<file path="src/rtl/rst_pkg.sv">
package rst_pkg;

  typedef enum logic {
    ENT_READY   = 1'b0,
    ENT_PENDING = 1'b1
  } ent_state_e;

  localparam int unsigned NUM_SRC_PORTS = 2;

endpackage

</file>
<file path="src/rtl/rst_status_table.sv">
module rst_status_table
  import rst_pkg::*;
#(
  parameter int unsigned NUM_REGS = 32,
  parameter int unsigned TAG_W    = 5,
  localparam int unsigned IDX_W   = $clog2(NUM_REGS)
) (
  input  logic                           clk,
  input  logic                           rst_n,
  input  logic                           flush,
  input  logic                           set_en,
  input  logic [IDX_W-1:0]               set_idx,
  input  logic [TAG_W-1:0]               set_tag,
  input  logic                           bcast_valid,
  input  logic [TAG_W-1:0]               bcast_tag,
  output logic [NUM_REGS-1:0]            pend,
  output logic [NUM_REGS-1:0][TAG_W-1:0] tags,
  output logic [NUM_REGS-1:0]            hit
);

  for (genvar i = 0; i < NUM_REGS; i++) begin : g_ent
    if (i == 0) begin : g_zero
      assign pend[i] = 1'b0;
      assign tags[i] = '0;
      assign hit[i]  = 1'b0;
    end else begin : g_live
      ent_state_e       state_q;
      logic [TAG_W-1:0] tag_q;
      logic             sel;

      assign sel     = set_en && (set_idx == IDX_W'(i));
      assign pend[i] = (state_q == ENT_PENDING);
      assign tags[i] = tag_q;
      assign hit[i]  = pend[i] && bcast_valid && (tag_q == bcast_tag);

      always_ff @(posedge clk) begin
        if (!rst_n) begin
          state_q <= ENT_READY;
          tag_q   <= '0;
        end else if (flush) begin
          state_q <= ENT_READY;
        end else if (sel) begin
          state_q <= ENT_PENDING;
          tag_q   <= set_tag;
        end else if (hit[i]) begin
          state_q <= ENT_READY;
        end
      end
    end
  end

endmodule

</file>
<file path="src/rtl/rst_regfile.sv">
module rst_regfile #(
  parameter int unsigned NUM_REGS = 32,
  parameter int unsigned DATA_W   = 32
) (
  input  logic                            clk,
  input  logic                            rst_n,
  input  logic [NUM_REGS-1:0]             we,
  input  logic [DATA_W-1:0]               wdata,
  output logic [NUM_REGS-1:0][DATA_W-1:0] vals
);

  for (genvar i = 0; i < NUM_REGS; i++) begin : g_reg
    logic [DATA_W-1:0] val_q;
    assign vals[i] = val_q;

    always_ff @(posedge clk) begin
      if (!rst_n) begin
        val_q <= '0;
      end else if (we[i]) begin
        val_q <= wdata;
      end
    end
  end

endmodule

</file>
<file path="src/rtl/rst_src_port.sv">
module rst_src_port #(
  parameter int unsigned NUM_REGS = 32,
  parameter int unsigned DATA_W   = 32,
  parameter int unsigned TAG_W    = 5,
  localparam int unsigned IDX_W   = $clog2(NUM_REGS)
) (
  input  logic [IDX_W-1:0]                src,
  input  logic [NUM_REGS-1:0]             pend,
  input  logic [NUM_REGS-1:0][TAG_W-1:0]  tags,
  input  logic [NUM_REGS-1:0]             hit,
  input  logic [NUM_REGS-1:0][DATA_W-1:0] vals,
  input  logic [DATA_W-1:0]               bcast_data,
  output logic                            ready,
  output logic [DATA_W-1:0]               value,
  output logic [TAG_W-1:0]                tag
);

  always_comb begin
    ready = 1'b1;
    value = '0;
    tag   = '0;
    if (src == '0) begin
      ready = 1'b1;
    end else if (!pend[src]) begin
      value = vals[src];
    end else if (hit[src]) begin
      value = bcast_data;
    end else begin
      ready = 1'b0;
      tag   = tags[src];
    end
  end

endmodule

</file>
<file path="src/rtl/rst_rename_table.sv">
module rst_rename_table
  import rst_pkg::*;
#(
  parameter int unsigned NUM_REGS  = 32,
  parameter int unsigned DATA_W    = 32,
  parameter int unsigned TAG_IDX_W = 4,
  localparam int unsigned TAG_W    = TAG_IDX_W + 1,
  localparam int unsigned IDX_W    = $clog2(NUM_REGS)
) (
  input  logic              clk,
  input  logic              rst_n,
  input  logic              flush,
  input  logic              iss_valid,
  input  logic              iss_dst_we,
  input  logic [IDX_W-1:0]  iss_src_a,
  input  logic [IDX_W-1:0]  iss_src_b,
  input  logic [IDX_W-1:0]  iss_dst,
  input  logic [TAG_W-1:0]  iss_tag,
  input  logic              bcast_valid,
  input  logic [TAG_W-1:0]  bcast_tag,
  input  logic [DATA_W-1:0] bcast_data,
  output logic              src_a_ready,
  output logic [DATA_W-1:0] src_a_value,
  output logic [TAG_W-1:0]  src_a_tag,
  output logic              src_b_ready,
  output logic [DATA_W-1:0] src_b_value,
  output logic [TAG_W-1:0]  src_b_tag
);

  logic [NUM_REGS-1:0]             pend;
  logic [NUM_REGS-1:0][TAG_W-1:0]  tags;
  logic [NUM_REGS-1:0]             hit;
  logic [NUM_REGS-1:0][DATA_W-1:0] vals;
  logic                            rename_en;

  assign rename_en = iss_valid && iss_dst_we;

  rst_status_table #(
    .NUM_REGS (NUM_REGS),
    .TAG_W    (TAG_W)
  ) status_i (
    .clk         (clk),
    .rst_n       (rst_n),
    .flush       (flush),
    .set_en      (rename_en),
    .set_idx     (iss_dst),
    .set_tag     (iss_tag),
    .bcast_valid (bcast_valid),
    .bcast_tag   (bcast_tag),
    .pend        (pend),
    .tags        (tags),
    .hit         (hit)
  );

  rst_regfile #(
    .NUM_REGS (NUM_REGS),
    .DATA_W   (DATA_W)
  ) regs_i (
    .clk   (clk),
    .rst_n (rst_n),
    .we    (hit),
    .wdata (bcast_data),
    .vals  (vals)
  );

  logic [NUM_SRC_PORTS-1:0][IDX_W-1:0]  p_src;
  logic [NUM_SRC_PORTS-1:0]             p_ready;
  logic [NUM_SRC_PORTS-1:0][DATA_W-1:0] p_value;
  logic [NUM_SRC_PORTS-1:0][TAG_W-1:0]  p_tag;

  assign p_src[0] = iss_src_a;
  assign p_src[1] = iss_src_b;

  for (genvar p = 0; p < NUM_SRC_PORTS; p++) begin : g_port
    rst_src_port #(
      .NUM_REGS (NUM_REGS),
      .DATA_W   (DATA_W),
      .TAG_W    (TAG_W)
    ) port_i (
      .src        (p_src[p]),
      .pend       (pend),
      .tags       (tags),
      .hit        (hit),
      .vals       (vals),
      .bcast_data (bcast_data),
      .ready      (p_ready[p]),
      .value      (p_value[p]),
      .tag        (p_tag[p])
    );
  end

  assign src_a_ready = p_ready[0];
  assign src_a_value = p_value[0];
  assign src_a_tag   = p_tag[0];
  assign src_b_ready = p_ready[1];
  assign src_b_value = p_value[1];
  assign src_b_tag   = p_tag[1];

endmodule

</file>
<file path="config.mk">
export PLATFORM = sky130hd
export DESIGN_NAME = rst_rename_table
export DESIGN_NICKNAME = d
export VERILOG_FILES = /design/src/rtl/rst_pkg.sv /design/src/rtl/rst_status_table.sv /design/src/rtl/rst_regfile.sv /design/src/rtl/rst_src_port.sv /design/src/rtl/rst_rename_table.sv
export SDC_FILE = /design/constraint.sdc
export NUM_CORES = 2
export LEC_CHECK = 0
export BUFFER_PORTS_ARGS = -buffer_cell sky130_fd_sc_hd__buf_2
export CORE_ASPECT_RATIO = 1.5
export CORE_MARGIN = 2
export CORE_UTILIZATION = 50
export DETAILED_ROUTE_END_ITERATION = 8
export GPL_ROUTABILITY_DRIVEN = 1
export MAX_ROUTING_LAYER = met4
export PLACE_DENSITY_LB_ADDON = 0.08
export SYNTH_ARGS = -nofsm -noshare
export SYNTH_HDL_FRONTEND = slang
export SYNTH_SLANG_ARGS = --single-unit
</file>
<file path="constraint.sdc">
create_clock -name clk -period 4.7 [get_ports clk]
set_input_delay 0.705 -clock clk [delete_from_list [all_inputs] [get_ports clk]]
set_output_delay 0.705 -clock clk [all_outputs]
set_load 0.03 [all_outputs]
</file>
==> impl_metrics.sql <==
INSERT INTO impl_metrics (metric_group, metric, value, unit) VALUES
('status', 'status', 'finished, final reports clean', ''),
('synthesis', 'post_synth_edffs', '0', ''),
('setup_path', 'criticalPathCategory', 'in -> out', ''),
('setup_path', 'worst-r2r-cell-count', '8', ''),
('cts', 'tritoncts', 'yes', ''),
('grt', 'grt-ovfl-total', '0', ''),
('pwr', 'cellLeakagePower', '30.8', 'nW'),
('run', 'drv_cap', '0', ''),
('synthesis', 'yosysSeqAreaShare', '35.3', '%'),
('timing', 'final-max-slew-violation-count', '0', ''),
('finish', 'drive_gt1_share', '22.2', '%'),
('placed_design', 'detailed_place_hpwl', '141000', 'um'),
('timing', 'final_hold_viol_count', '0', ''),
('cts', 'htree_levels', '3', ''),
('cts', 'cts_hold_buffers', '0', ''),
('synthesis', 'synth_cell_type_count', '56', ''),
('cts', 'worstSkewPairLatency', '0.76', 'ns'),
('detailed_routing', 'via_per_inst', '6.33', ''),
('hold_path', 'min_from', 'bcast_data[18]', ''),
('detailed_routing', 'drt.antenna.violating_nets', '0', ''),
('floorplanning', 'io-pin-count', '139', ''),
('timing', 'setup_violations', '0', ''),
('placed_design', 'place_congestion', '0.960', ''),
('grt', 'pin_count_of_the_biggest_net_entering_global_routing', '255', ''),
('detailed_routing', 'first_pass_iters', '7', ''),
('setup_path', 'cp-start-kind', 'input pin', ''),
('cts', 'cts_sink_cnt', '1178', ''),
('timing', 'min_clock_period_post_route', '4.66', 'ns'),
('timing', 'tightestPinTransition', '1.33', 'ns'),
('setup_path', 'reg2reg_setup_slack', '1.89', 'ns'),
('timing', 'achievable-frequency', '0.215', 'GHz'),
('setup_path', 'crit_required', '3.99', 'ns'),
('grt', 'number_of_global_route_vias_before_repair', '47500', ''),
('setup_path', 'crit_arrival', '3.95', 'ns'),
('grt', 'gr-usage-all-layers', '35.3', '%'),
('hold_path', 'hold-path-cell-count', '3', ''),
('cts', 'tritoncts.num_buffers', '119', ''),
('detailed_routing', 'route.detailed.drc', '0', ''),
('synthesis', 'synth_cells', '5954', ''),
('synthesis', 'synthesized_netlist_net_count', '6017', ''),
('floorplanning', 'dieHeight', '452', 'um'),
('floorplanning', 'die_width', '302', 'um'),
('timing', 'max_slew_margin', '11.6', '%'),
('finish', 'top_library_cells_by_usage_in_the_layout_fill_and_taps_aside', 'sky130_fd_sc_hd__dfxtp_1, sky130_fd_sc_hd__mux2i_1, sky130_fd_sc_hd__nor2b_1', ''),
('floorplanning', 'core_area', '133000', 'um^2'),
('cts', 'clock_tree.root_cell', 'sky130_fd_sc_hd__clkbuf_16', ''),
('pwr', 'power_density', '293', 'nW/um^2'),
('cts', 'cts.reportedPaths.clkPinSlew', '0.06', 'ns'),
('hold_path', 'hold_path_end', 'regs_i.g_reg[14].val_q[18]', ''),
('synthesis', 'syn_area', '66800', 'um^2'),
('timing', 'rsz0062_at_grt', 'no', ''),
('detailed_routing', 'detailedRoute.firstIterationViolations', '4649', ''),
('finish', 'mostFrequentLayoutCell', 'sky130_fd_sc_hd__dfxtp_1', ''),
('setup_path', 'reg2reg_to', 'status_i.g_ent[28].g_live.state_q', ''),
('cts', 'cts-root-to-sink-buffers', '3', ''),
('synthesis', 'main_flop_type_after_synthesis', 'sky130_fd_sc_hd__dfxtp_1', ''),
('synthesis', 'synth.ff_latch_count', '1178', ''),
('timing', 'clock_skew', '0.0307', 'ns'),
('grt', 'global_route_wire_length_before_repair', '340000', 'um'),
('grt', 'initial_antenna_violation_count', '20', ''),
('timing', 'hold_slack', '0.349', 'ns'),
('detailed_routing', 'wl_per_cell', '30.9', 'um'),
('timing', 'timing.final.crit_share', '99.1', '%'),
('synthesis', 'syn_area_per_cell', '11.2', 'um^2'),
('setup_path', 'critical_path.endpoint_type', 'primary output', ''),
('setup_path', 'worst-path-max-fanout', '22', ''),
('pwr', 'peakVddDrop', '0.305', 'mV'),
('timing', 'setup_total_negative_slack', '0', 'ns'),
('floorplanning', 'number_of_core_rows', '164', ''),
('finish', 'finalNetCount', '5829', ''),
('setup_path', 'rr_startpoint', 'status_i.g_ent[28].g_live.tag_q[4]', ''),
('floorplanning', 'die_area', '137000', 'um^2'),
('finish', 'area_growth', '9.64', '%'),
('synthesis', 'yosys_warnings', '0', ''),
('floorplanning', 'initial_utilization', '50.2', '%'),
('detailed_routing', 'finalWirelength', '235000', 'um'),
('synthesis', 'async_reset_ff_share', '0', '%'),
('detailed_routing', 'route.vias.total', '48200', ''),
('hold_path', 'hp-class', 'in -> reg', ''),
('placed_design', 'portBuffers', '138', '');
==> critical path, stage by stage <==
cell,delay (ns)
sky130_fd_sc_hd__buf_2,0.28
sky130_fd_sc_hd__buf_4,0.50
sky130_fd_sc_hd__xor2_1,0.19
sky130_fd_sc_hd__nor4_4,0.36
sky130_fd_sc_hd__nand3_4,0.10
sky130_fd_sc_hd__mux4_2,0.46
sky130_fd_sc_hd__or3_1,0.33
sky130_fd_sc_hd__and4_2,0.33
sky130_fd_sc_hd__buf_12,0.19
sky130_fd_sc_hd__a21oi_1,0.18
sky130_fd_sc_hd__buf_2,0.22
==> Yosys cell counts, types with 3 or more instances <==
cell type	n	area share, %
sky130_fd_sc_hd__a21oi_1	44	0.33
sky130_fd_sc_hd__buf_4	4	0.045
sky130_fd_sc_hd__o211ai_1	35	0.39
sky130_fd_sc_hd__mux4_2	685	23
sky130_fd_sc_hd__o21ai_0	76	0.57
sky130_fd_sc_hd__nand3_1	89	0.67
sky130_fd_sc_hd__a22oi_1	56	0.63
sky130_fd_sc_hd__and2_1	4	0.037
sky130_fd_sc_hd__a21boi_0	167	1.9
sky130_fd_sc_hd__nor4_2	3	0.056
sky130_fd_sc_hd__inv_1	6	0.034
sky130_fd_sc_hd__clkbuf_1	476	2.7
sky130_fd_sc_hd__buf_1	93	0.52
sky130_fd_sc_hd__mux2i_1	1100	16
sky130_fd_sc_hd__mux2_2	35	0.59
sky130_fd_sc_hd__nand2b_1	41	0.38
sky130_fd_sc_hd__nor4_4	4	0.13
sky130_fd_sc_hd__xnor2_1	49	0.64
sky130_fd_sc_hd__nor2_1	63	0.35
sky130_fd_sc_hd__or2_2	4	0.037
sky130_fd_sc_hd__o22ai_1	3	0.028
sky130_fd_sc_hd__nor4_1	24	0.22
sky130_fd_sc_hd__buf_2	78	0.58
sky130_fd_sc_hd__and3_1	11	0.10
sky130_fd_sc_hd__nor2b_1	985	9.2
sky130_fd_sc_hd__nand4_1	28	0.26
sky130_fd_sc_hd__o31ai_1	3	0.034
sky130_fd_sc_hd__dfxtp_1	1178	35
sky130_fd_sc_hd__nand2_1	415	2.3
sky130_fd_sc_hd__nor3_1	38	0.28
sky130_fd_sc_hd__xor2_1	106	1.4
sky130_fd_sc_hd__nand4b_1	3	0.039
sky130_fd_sc_hd__buf_6	11	0.19
==> per-stage QoR <==
step	utilization [%]	setup slack, ns	power, mW	area (um^2)	cells
2_1_floorplan	-	0.576	11.4	66800	5954
3_3_place_gp	52.1	0.00946	12.0	69300	7387
3_5_place_dp	52.1	0.0109	12.0	69300	7387
4_1_cts	55.1	0.000594	21.6	73200	7601
5_1_grt	55.1	0.000502	22.0	73200	7610
6_report	55.1	0.0429	21.4	73200	7610
==> worst max path at each step <==
stage / start / end / slack (ns) / cells past startpoint
final: bcast_tag[0] / src_b_value[13] / 0.04 / 11
after global placement: iss_src_a[0] / src_a_value[1] / 0.009 / 9
after CTS: status_i.g_ent[10].g_live.tag_q[3] / src_b_value[13] / 0.0006 / 9
after detailed placement: iss_src_a[0] / src_a_value[1] / 0.01 / 9
after floorplan: bcast_tag[2] / src_b_value[22] / 0.58 / 11
after global routing: status_i.g_ent[8].g_live.tag_q[3] / src_b_value[16] / 0.0005 / 9
==> final cells by class <==
type / instances / area, um^2
fillers: 11500 / 59700
flip-flops and latches: 1178 / 23600
diodes: 8 / 20.0
clock inverters: 26 / 238
repair buffers: 353 / 2860
well taps: 1743 / 2180
clock buffers: 188 / 3620
inverters: 9 / 36.3
multi-input cells: 4105 / 40700
==> metal layers <==
metal  GRT usage [%]  wire, um
met3            4.54     13100
met1            43.7     95100
met5               -         0
met2            57.1    114000
met4            16.8     12800
==> power by group <==
group	total (mW)	internal, mW	switching [mW]
clock	9.65	5.41	4.24
combinational	1.80	0.618	1.19
sequential	9.99	9.99	0.00636
total	21.4	16.0	5.43
==> registers in the layout (all words and copies together), names as in the netlist <==
register                       cells
status_i.g_ent.g_live.tag_q      155
status_i.g_ent.g_live.state_q     31
regs_i.g.val_q                   992
==> repair_timing <==
action                     4_1_cts  5_1_grt
setup endpoints to repair       32       32
pin swaps                        0        1
setup buffers                    0        1
gates resized for setup          3        1
==> logic make-up after synthesis <==
| kind of cell | share of synthesized area, % |
|---|---|
| AO/OA/AOI/OAI | 4.10 |
| XOR/XNOR | 2.03 |
| buffers and inverters | 4.06 |
| flip-flops | 35.3 |
| multiplexers | 40.2 |
| AND/OR/NAND/NOR | 14.3 |
(Power assumes the default switching activity.)
